File: src/rtl/lds_pkg.sv
package lds_pkg;

   // Drive choice for one lane's high-speed output
   typedef enum logic [1:0] {
      GATE_LOW  = 2'd0,   // squelched, static low
      GATE_PASS = 2'd1,   // data passes through
      GATE_HIGH = 2'd2    // disabled, held high
   } gate_e;

   // Disable wins over squelch; squelch only acts on lanes without signal
   function automatic gate_e pick_gate(input logic out_en,
                                       input logic sq_en,
                                       input logic present);
      gate_e g;
      if (!out_en)
         g = GATE_HIGH;
      else if (sq_en && !present)
         g = GATE_LOW;
      else
         g = GATE_PASS;
      return g;
   endfunction

endpackage

File: src/rtl/lds_lane_filter.sv
module lds_lane_filter #(
   parameter int ASSERT_CYCLES   = 8,
   parameter int DEASSERT_CYCLES = 12
) (
   input  logic clk,
   input  logic rst_n,
   input  logic raw_i,
   output logic state_o
);
   localparam int MAX_CYC = (ASSERT_CYCLES > DEASSERT_CYCLES) ? ASSERT_CYCLES : DEASSERT_CYCLES;
   localparam int CNT_W   = (MAX_CYC > 1) ? $clog2(MAX_CYC) : 1;
   localparam logic [CNT_W-1:0] RISE_LAST = CNT_W'(ASSERT_CYCLES - 1);
   localparam logic [CNT_W-1:0] FALL_LAST = CNT_W'(DEASSERT_CYCLES - 1);

   logic             state_q;
   logic [CNT_W-1:0] run_q;
   logic [CNT_W-1:0] run_last;
   logic             differs;

   assign differs  = (raw_i != state_q);
   assign run_last = state_q ? FALL_LAST : RISE_LAST;

   always_ff @(posedge clk or negedge rst_n) begin
      if (!rst_n) begin
         state_q <= 1'b0;
         run_q   <= '0;
      end else if (!differs) begin
         run_q <= '0;
      end else if (run_q == run_last) begin
         state_q <= raw_i;
         run_q   <= '0;
      end else begin
         run_q <= run_q + 1'b1;
      end
   end

   assign state_o = state_q;

endmodule

File: src/rtl/lds_combine.sv
module lds_combine #(
   parameter int NUM_LANES = 12,
   parameter bit REG_OUT   = 1'b0
) (
   input  logic                 clk,
   input  logic                 rst_n,
   input  logic [NUM_LANES-1:0] state_i,
   input  logic                 det_en,
   output logic                 sig_detect_o
);
   logic all_present;
   logic det_next;

   assign all_present = &state_i;
   assign det_next    = !det_en || all_present;

   generate
      if (REG_OUT) begin : g_reg
         logic det_q;
         always_ff @(posedge clk or negedge rst_n) begin
            if (!rst_n) det_q <= 1'b0;
            else        det_q <= det_next;
         end
         assign sig_detect_o = det_q;
      end else begin : g_comb
         logic unused_clk;
         assign unused_clk   = clk ^ rst_n;
         assign sig_detect_o = det_next;
      end
   endgenerate

endmodule

File: src/rtl/lds_lane_gate.sv
module lds_lane_gate
   import lds_pkg::*;
(
   input  logic out_en,
   input  logic sq_en,
   input  logic present_i,
   output logic pass_o,
   output logic force_hi_o
);
   gate_e g;

   always_comb begin
      g          = pick_gate(out_en, sq_en, present_i);
      pass_o     = (g == GATE_PASS);
      force_hi_o = (g == GATE_HIGH);
   end

endmodule

File: src/rtl/lane_sigdet_squelch.sv
module lane_sigdet_squelch #(
   parameter int NUM_LANES       = 12,
   parameter int ASSERT_CYCLES   = 8,
   parameter int DEASSERT_CYCLES = 12
) (
   input  logic                 clk,
   input  logic                 rst_n,
   input  logic [NUM_LANES-1:0] lane_raw,
   input  logic                 det_en,
   input  logic                 sq_en,
   input  logic                 out_en,
   output logic                 sig_detect,
   output logic [NUM_LANES-1:0] lane_pass,
   output logic [NUM_LANES-1:0] lane_force_hi
);
   initial begin
      if (NUM_LANES < 1)       $fatal(1, "NUM_LANES must be at least 1");
      if (ASSERT_CYCLES < 1)   $fatal(1, "ASSERT_CYCLES must be at least 1");
      if (DEASSERT_CYCLES < 1) $fatal(1, "DEASSERT_CYCLES must be at least 1");
   end

   logic [NUM_LANES-1:0] lane_state;

   generate
      for (genvar i = 0; i < NUM_LANES; i++) begin : g_lane
         lds_lane_filter #(
            .ASSERT_CYCLES  (ASSERT_CYCLES),
            .DEASSERT_CYCLES(DEASSERT_CYCLES)
         ) u_filt (
            .clk    (clk),
            .rst_n  (rst_n),
            .raw_i  (lane_raw[i]),
            .state_o(lane_state[i])
         );

         lds_lane_gate u_gate (
            .out_en    (out_en),
            .sq_en     (sq_en),
            .present_i (lane_state[i]),
            .pass_o    (lane_pass[i]),
            .force_hi_o(lane_force_hi[i])
         );
      end
   endgenerate

   lds_combine #(
      .NUM_LANES(NUM_LANES),
      .REG_OUT  (1'b0)
   ) u_comb (
      .clk         (clk),
      .rst_n       (rst_n),
      .state_i     (lane_state),
      .det_en      (det_en),
      .sig_detect_o(sig_detect)
   );

endmodule

File: config.mk
export PLATFORM = sky130hd
export DESIGN_NAME = lane_sigdet_squelch
export DESIGN_NICKNAME = d
export VERILOG_FILES = /design/src/rtl/lds_pkg.sv /design/src/rtl/lds_lane_filter.sv /design/src/rtl/lds_combine.sv /design/src/rtl/lds_lane_gate.sv /design/src/rtl/lane_sigdet_squelch.sv
export SDC_FILE = /design/constraint.sdc
export NUM_CORES = 1
export LEC_CHECK = 0
export BUFFER_PORTS_ARGS = -buffer_cell sky130_fd_sc_hd__buf_4
export CAP_MARGIN = 25
export CORE_MARGIN = 2
export CORE_UTILIZATION = 60
export DETAILED_ROUTE_END_ITERATION = 7
export GPL_TIMING_DRIVEN = 0
export PLACE_DENSITY = 0.81
export SLEW_MARGIN = 30
export SYNTH_ARGS = -nofsm -noshare
export SYNTH_HDL_FRONTEND = slang
export SYNTH_SLANG_ARGS = --single-unit
File: constraint.sdc
create_clock -name clk -period 1.8 [get_ports clk]
set_input_delay 0 -clock clk [delete_from_list [all_inputs] [get_ports clk]]
set_output_delay 0 -clock clk [all_outputs]
set_load 0.005 [all_outputs]
* Yosys cells after proc, flatten, opt, wreduce, memory -nomap -nowiden *
Cells that the tools add are included.

storage, ports and cells
  flip-flop bits (word level) = 60
  input bits = 17
  output and inout bits = 25
  word-level logic and storage cells = 183

cells by class
  $add $sub $neg = 12
  eq/ne operators = 48
  muxes and demuxes = 60
  reduce and logical (&&, ||, !) cells = 39

operators by type and width
  operator                                                               count
  4-bit 2-to-1 mux                                                       36
  4-bit by 1-bit adder with 4-bit output, second input constant          12
  4-bit equality test                                                    12
  2-bit by 1-bit equality test with 1-bit output, second input constant  12
  2-bit equality test, second input constant                             12
  2-bit 2-to-1 mux                                                       12
  2-bit AND reduction                                                    12
  1-bit zero test                                                        13
  1-bit logical AND                                                      12
  1-bit 2-to-1 mux                                                       12
  1-bit != test                                                          12
  12-bit AND reduction                                                   1
  1-bit logical OR                                                       1

* Depth between registers and ports, before layout *
Gate-level depths: netlist of run 1.

  depth after elaboration = 5
  depth in mapped cells = 4
  depth with buffers taken out = 4

* By module *
From an unflattened synthesis of run 1, not the netlist that was laid out.

unflattened totals
  cell total of the unflattened synthesis = 424
  area, all modules = 3960.0 um2

by module, submodules not included
  module           instances  cells an instance  area each (um2)  sequential area each (um2)
  lds_lane_filter  12         32                 311.5            125.1
  lds_lane_gate    12         3                  16.3             0.0
  lds_combine      1          4                  26.3             0.0

* Worst setup path after synthesis of run 1 *
Ideal clock, no wire load.

  path type = reg-to-reg
  start = reg g_lane[1].u_filt.state_q
  end = reg g_lane[1].u_filt.run_q[3]
  library setup time = 86 ps
  data arrival time = 1075 ps
  path slack = 640 ps
  cell stages (with the launch flop) = 5
  path buffers = 1
  period minus slack after synthesis = 1160 ps
  cell sequence = dfrtp_1 -> buf_6 -> nand2b_4 -> o32a_1 -> o221ai_2

on the way
  word-level cells in the longest chain between the ends = 4

ends and longest elaborated chain
  what                    line                   RTL
  from (decl)             lds_lane_filter.sv:15  logic state_q;
  from (signal assigned)  lds_lane_filter.sv:30  state_q <= raw_i;
  4-bit 2-to-1 mux        lds_lane_filter.sv:21  assign run_last = state_q ? FALL_LAST : RISE_LAST;
  4-bit equality test     lds_lane_filter.sv:29  end else if (run_q == run_last) begin
  4-bit 2-to-1 mux        lds_lane_filter.sv:29
  4-bit 2-to-1 mux *      lds_lane_filter.sv:27  end else if (!differs) begin
  to (signal assigned)    lds_lane_filter.sv:33  run_q <= run_q + 1'b1;
  to (decl)               lds_lane_filter.sv:16  logic [CNT_W-1:0] run_q;

Every way passes the cells marked *; elsewhere a longest branch is shown, timed or not.
A chain may end at the register's enable or synchronous reset.

* Worst setup path in the final report of run 1 *
  start = reg g_lane[3].u_filt.state_q
  end = out sig_detect

on the way
  word-level cells in the longest chain between the ends = 2

ends and longest elaborated chain
  what                    line                       RTL
  from (decl)             lds_lane_filter.sv:15
  from (signal assigned)  lds_lane_filter.sv:30
  12-bit AND reduction    lds_combine.sv:14          assign all_present = &state_i;
  1-bit logical OR        lds_combine.sv:15          assign det_next = !det_en || all_present;
  to (decl)               lane_sigdet_squelch.sv:12  output logic sig_detect,

No other way between the ends.

==> impl_results.md, run 1 <==
- Final instance area: 0.00474 mm²
- GRT Util Overall: 22.2%
- Routed length per placed instance: 13.5 µm
- Share of flip-flops with an asynchronous set or reset: 100%
- Fin crit share: 79.1%
- Yosys cell types: 37
- M2 GR Usage: 37.8%
- Initial core utilization: 63.0%
- Place WS: 0.559 ns
- CP startpoint kind: register
- Reg clk slew, reported paths: 0.07 ns
- Drt pass-1 iters: 4
- # diodes: 0
- Fin crit period: 1.42 ns
- Setup TNS: 0 ns
- Syn Nets: 461
- Die area: 0.00742 mm²
- Outcome: finished, final reports clean
- Worst path max stage delay: 0.35 ns
- Die height: 86.1 µm
- Seq/Total Area, Yosys: 37.1%
- Placed instance count: 550
- WHS Path Cells: 3
- Met3 usage: 3.56%
- Vias: 3,276
- Reported max-cap violation count: 0
- Static Leak: 2.05 nW
- Post-synth top area share: 37.1%
- Post-synth EDFFs: 0
- Final setup viols: 0
- Pwr dens: 715 mW/mm²
- WS Path Type: reg2out
- CP arrival: 1.42 ns
- Top FF cell, synth: dfrtp_1
- Core area: 0.00642 mm²
- Critical Path End Type: output pin
- CTS sink count: 60
- Max Slew Vio Count: 0
- Placed Area: 0.00445 mm²
- CTS tree: done
- RSZ-0062 raised after global routing: false
- DRT Wirelength: 7820 µm
- # rows: 29
- Fmax: 0.703 GHz
- Post-DP HPWL: 5510 µm
- Vias in the first global route: 3,036
- CTS resizes: 0
- Final Hold Vio Count: 0
- Number of CTS-inserted buffers: 9
- Relative slew slack: 50.2%
- Area contributors post-synth: dfrtp_1, nand3b_1, a21oi_1
- First-pass GRT wire length: 13,300 µm
- GR peak layer: met2
- CP max-delay cell: dfrtp_1
- Hold Path Class: in2reg
- Count of boundary I/O pins: 42
- Crit Path Max Fanout: 8
- Synth Register Bits: 60
- YS warnings: 0
- Grt total ovfl: 0
- Die width: 86.1 µm
- Final Util: 73.8%
- Critical-path cell list: buf_6 -> nand4_1 -> o31ai_1 -> buf_4
- GRT met1 Usage: 28.5%
- Largest net degree at the start of global routing: 61
- Share of cells above drive strength 1: 21.0%
- Hold WS: 0.0112 ns
- Drt drc: 0
- Post-DRT Antenna Nets: 0
- Clock buffer depth: 2
- FF-to-FF path depth: 4
- Critical Path RT: 1.80 ns
- Mapped Area: 0.00405 mm²
- Cells after Synth: 432
- Finished Layout Cells: 577
- H-tree depth: 3
- Avg Cell Area, Syn: 9.37 µm²
- Port bufs: 41
- Skew-Pair Late Insertion Delay: 0.33 ns
- Nets: 525
- Yosys top cell by area: dfrtp_1
- DR vias/cell: 5.68
- Worst Tran Pin Value: 0.747 ns
- Overall Power: 3.39 mW
- VDD IR max: 674 µV
- Starting DRT DRC Count: 147
- Setup ws final: 0.377 ns
- Initial antenna violation count: 0
- CTS root buf: clkbuf_8
- GP Congestion: 0.849
- Area Growth Syn to Fin: 17.1%
- Clk_skew: 0.00715 ns
- Number of setup buffers added after CTS: 0
Yosys cell counts (2+ instances only):
library cell and count:
dfrtp_1 60, a21oi_1 36, nand3b_1 29, inv_1 28, buf_4 24, nand2b_1 24, nand2_1 23, o21ai_0 22
xor2_1 18, nor2b_1 15, ha_1 12, and2_1 11, clkbuf_1 11, nand3_1 11, nand4_1 11, o22ai_1 11
a221oi_1 8, buf_6 8, nand2b_4 8, o221ai_2 8, o2bb2ai_1 8, o32a_1 8, or2b_1 8, a22o_1 5
nor2_1 4, buf_2 3, xnor2_1 3, a211oi_1 2, a31oi_1 2, and3_1 2, nor3b_1 2, o31ai_1 2
per-layer routing:
layer / vias up / share of wire, %
li1: 1652 / -
met2: 61 / 49
met4: 0 / 1.7
met5: - / 0
met3: 10 / 3.8
met1: 1553 / 45
cells by family after synthesis:
group                    share of synthesized area [%]
AND/OR/NAND/NOR                                   24.0
adder cells (fa/ha/maj)                           3.71
flip-flops                                        37.1
XOR/XNOR                                          4.54
multiplexers                                     0.247
buffers and inverters                             10.7
AO/OA/AOI/OAI                                     19.8
path summary, 6_finish.rpt:
check / from / end / slack [ns]
worst min register to register: g_lane[5].u_filt.run_q[0] / g_lane[5].u_filt.run_q[0] / 0.45
worst max-delay path: g_lane[3].u_filt.state_o / sig_detect / 0.38
max in group asynchronous: rst_n / g_lane[5].u_filt.run_q[3] / 1.02
worst max register to register: g_lane[1].u_filt.state_o / g_lane[1].u_filt.run_q[3] / 0.54
worst min-delay path: lane_raw[10] / g_lane[10].u_filt.state_o / 0.01
min in group asynchronous: rst_n / g_lane[1].u_filt.run_q[3] / 0.28
layout by cell type (no fill, tap or decap), types with 3 or more instances in the layout:
cell / count
o21ai_0: 22
or2b_1: 8
and2_1: 11
o2bb2ai_1: 8
dfrtp_1: 60
buf_4: 65
o32a_1: 8
xnor2_1: 3
clkbuf_1: 13
nand3b_1: 29
nand2b_4: 8
clkbuf_8: 11
nand2_1: 23
nor2b_1: 15
a22o_1: 5
nand4_1: 11
inv_1: 28
a21oi_1: 36
nand3_1: 11
nand2b_1: 24
nor2_1: 4
ha_1: 12
a221oi_1: 8
o221ai_2: 8
o22ai_1: 11
xor2_1: 18
buf_6: 8
dlygate4sd3_1: 12
buf_2: 3
layout make-up:
cell class	instances	area, µm²
well taps	77	96.3
fillers	469	1680
clock buffers	13	159
plain buffers	46	327
flip-flops and latches	60	1500
inverters	28	105
clock inverters	2	10.0
repair buffers	53	428
multi-input cells	298	2110
registers in the layout, indices dropped and copies added, names as in the netlist:
name / count
g_lane.u_filt.run_q: 48
g_lane.u_filt.state_o: 12
power by group:
part	total [mW]	leakage [nW]	switching, mW	internal [mW]
sequential	1.61	0.806	0.128	1.48
clock	1.07	0.0893	0.508	0.564
combinational	0.709	1.16	0.352	0.357
critical path: cells and delay by family, from the launching register on:
| family | cells | cell delay [ns] |
|---|---|---|
| compound gates | 1 | 0.31 |
| flops | 1 | 0.35 |
| buf+inv | 2 | 0.29 |
| simple gates | 1 | 0.14 |
what timing repair did:
item / CTS / global route
endpoints found under the hold margin: 74 / 0
setup endpoints to repair: 0 / 0
hold buffers: 12 / 0
Note: power is estimated with default switching activity, not from simulation.
==> run 2: changes to the inputs <==
clock period = 1.4 ns   (was 1.8 ns; I/O delays follow)
==> run 2 against run 1 <==
Count of clock-buffer cells in the layout unchanged. Critical path depth unchanged. Hold slack improved by 0.0024 ns. Die area did not move. Via count up 0.43%. Core utilization is 0.86 points higher. Non-clock buffer count increased by 5. First-iteration DRC count is 3.4% lower. Total power up 29%. Worst setup slack got worse by 0.33 ns. Wire length is 2.6% higher. Highest routed layer unchanged.
==> impl_results.md, run 2 (same netlist as run 1, synthesis figures left out) <==
- Area Growth Syn to Fin: 18.5% (was 17.1%)
- # rows: 29 (unchanged)
- Setup ws final: 0.0480 ns (was 0.377 ns)
- GP Congestion: 0.849 (unchanged)
- Vias in the first global route: 3,037 (was 3,036)
- Drt pass-1 iters: 4 (unchanged)
- Overall Power: 4.37 mW (was 3.39 mW)
- Fmax: 0.740 GHz
- Worst r2r src: g_lane[3].u_filt.state_o (was g_lane[1].u_filt.state_o)
- CTS sink count: 60 (unchanged)
- Crit-path leading delay family: flip-flops (unchanged)
- CTS root buf: clkbuf_8 (unchanged)
- Share of cells above drive strength 1: 22.2% (was 21.0%)
- Reg2Reg Capture Point: g_lane[3].u_filt.run_q[0] (was g_lane[1].u_filt.run_q[3])
- Biggest register: g_lane.u_filt.run_q (unchanged)
- Hold worst-path end: g_lane[10].u_filt.state_o (unchanged)
- Static Leak: 2.08 nW (was 2.05 nW)
- Final setup viols: 0 (unchanged)
- Commonest non-fill, non-tap cells in the layout: buf_4, dfrtp_1, a21oi_1 (unchanged)
- Max reg flops: 48 (unchanged)
- Post-DP HPWL: 5510 µm (unchanged)
- Largest net degree at the start of global routing: 61 (unchanged)
- Setup TNS: 0 ns (unchanged)
- Placed instance count: 550 (unchanged)
- Number of CTS-inserted buffers: 9 (unchanged)
- Critical Path RT: 1.40 ns (was 1.80 ns)
- Nets: 530 (was 525)
- First-pass GRT wire length: 13,300 µm (unchanged)
- Relative slew slack: 49.4% (was 50.2%)
- VDD IR max: 874 µV (was 674 µV)
- Vias: 3,290 (was 3,276)
- Die area: 0.00742 mm² (unchanged)
- Clk_skew: 0.00713 ns (was 0.00715 ns)
- Starting DRT DRC Count: 142 (was 147)
- Buffers and inverters on the worst path: 2 (unchanged)
- Initial antenna violation count: 0 (unchanged)
- CP max-delay cell: dfrtp_1 (unchanged)
- Hold Path Class: in2reg (unchanged)
- WHS Path Cells: 3 (unchanged)
- DRT Wirelength: 8020 µm (was 7820 µm)
- Fin crit period: 1.35 ns
- Crit Path Max Fanout: 5 (was 8)
- Count of boundary I/O pins: 42 (unchanged)
- WS Path Type: reg2out (unchanged)
- RSZ-0062 raised after global routing: false (unchanged)
- # diodes: 0 (unchanged)
- Finished Layout Cells: 582 (was 577)
- Placed Area: 0.00445 mm² (unchanged)
- Hold Path Origin: lane_raw[10] (unchanged)
- Die width: 86.1 µm (unchanged)
- Core area: 0.00642 mm² (unchanged)
- Outcome: finished, final reports clean (unchanged)
- Place WS: 0.159 ns (was 0.559 ns)
- FF-to-FF path depth: 6 (was 4)
- CP arrival: 1.35 ns (was 1.42 ns)
- Routed length per placed instance: 13.8 µm (was 13.5 µm)
- Final Hold Vio Count: 0 (unchanged)
- Max Slew Vio Count: 0 (unchanged)
- R2R Setup Slk: 0.13 ns (was 0.54 ns)
- Critical Path End Type: output pin (unchanged)
- Commonest non-fill, non-tap cell in the layout: buf_4 (unchanged)
- Worst Tran Pin Value: 0.759 ns (was 0.747 ns)
- Initial core utilization: 63.0% (unchanged)
- Die height: 86.1 µm (unchanged)
- Reg clk slew, reported paths: 0.07 ns (about the same)
- CP startpoint kind: register (unchanged)
- Fin crit share: 96.6%
- Skew-Pair Late Insertion Delay: 0.33 ns (about the same)
- DR vias/cell: 5.65 (was 5.68)
- Port bufs: 41 (unchanged)
- Post-DRT Antenna Nets: 0 (unchanged)
- Final instance area: 0.00480 mm² (was 0.00474 mm²)
- Clock buffer depth: 2 (unchanged)
- Reported max-cap violation count: 0 (unchanged)
- Drt drc: 0 (unchanged)
- CTS tree: done (unchanged)
- GRT Util Overall: 22.2% (unchanged)
- Grt total ovfl: 0 (unchanged)
- H-tree depth: 3 (unchanged)
- Critical-path cell list: buf_6 -> nand4_1 -> o31ai_2 -> buf_4 (was buf_6 -> nand4_1 -> o31ai_1 -> buf_4)
- Worst path max stage delay: 0.35 ns (about the same)
- Pwr dens: 912 mW/mm² (was 715 mW/mm²)
run 2: cell types whose count changed in the layout (fill, tap and decap cells not counted), sizes merged:
| cell | previous run | this run |
|---|---|---|
| buf | 76 | 81 |
run 2: cell type report:
class / count / area, µm²
sequential: 60 / 1500
inverter: 28 / 105
timing repair buffer: 58 / 465
buffer: 46 / 338
multi-input combinational: 298 / 2120
tap: 77 / 96.3
clock buffer: 13 / 159
clock inverter: 2 / 10.0
fill: 460 / 1630
run 2: timing repair:
| action | 4_1_cts | 5_1_grt |
|---|---|---|
| gates resized for setup | 3 | 4 |
| pin swaps | 2 | 2 |
| hold buffers | 12 | 0 |
| endpoints found under the hold margin | 74 | 0 |
| setup endpoints to repair | 1 | 1 |
| buffers inserted | 0 | 5 |
run 2: worst max path at each step:
| stage | start | end | slack, ns | cells past startpoint |
|---|---|---|---|---|
| finish | g_lane[3].u_filt.state_o | sig_detect | 0.05 | 4 |
| global route | g_lane[3].u_filt.state_o | sig_detect | 0.003 | 4 |
| CTS | g_lane[0].u_filt.state_o | sig_detect | 0.003 | 4 |
| detailed placement | g_lane[1].u_filt.state_o | g_lane[1].u_filt.run_q[3] | 0.16 | 4 |
| global placement | g_lane[1].u_filt.state_o | g_lane[1].u_filt.run_q[3] | 0.19 | 4 |
| floorplan | g_lane[1].u_filt.state_o | g_lane[1].u_filt.run_q[3] | 0.24 | 4 |
run 2: through the flow:
stage | hold slack, ns | util, %
6_report | 0.0137 | 74.7
5_1_grt | 0.00494 | 74.7
4_1_cts | 0.000645 | 74.0
3_5_place_dp | 0.122 | 69.3
3_3_place_gp | 0.127 | 69.3
2_1_floorplan | -0.296 | -
run 2: worst min-delay path, stage by stage:
cell and delay (ns):
buf_4 0.15, nand3b_1 0.09, a21oi_1 0.06
run 2: routing by layer:
layer  vias to the layer above  GRT usage (%)  routed length (µm)
li1                       1658              -                   -
met1                      1565           28.5                3680
met2                        56           37.8                3940
met3                        11           3.56                 272
met4                         0           8.51                 126
met5                         -              0                   0
run 2: power breakdown:
group          switching, mW  internal (mW)  total, mW
clock network          0.649          0.725       1.37
logic                  0.456          0.468      0.924
registers              0.166           1.91       2.07
total                   1.27           3.10       4.37
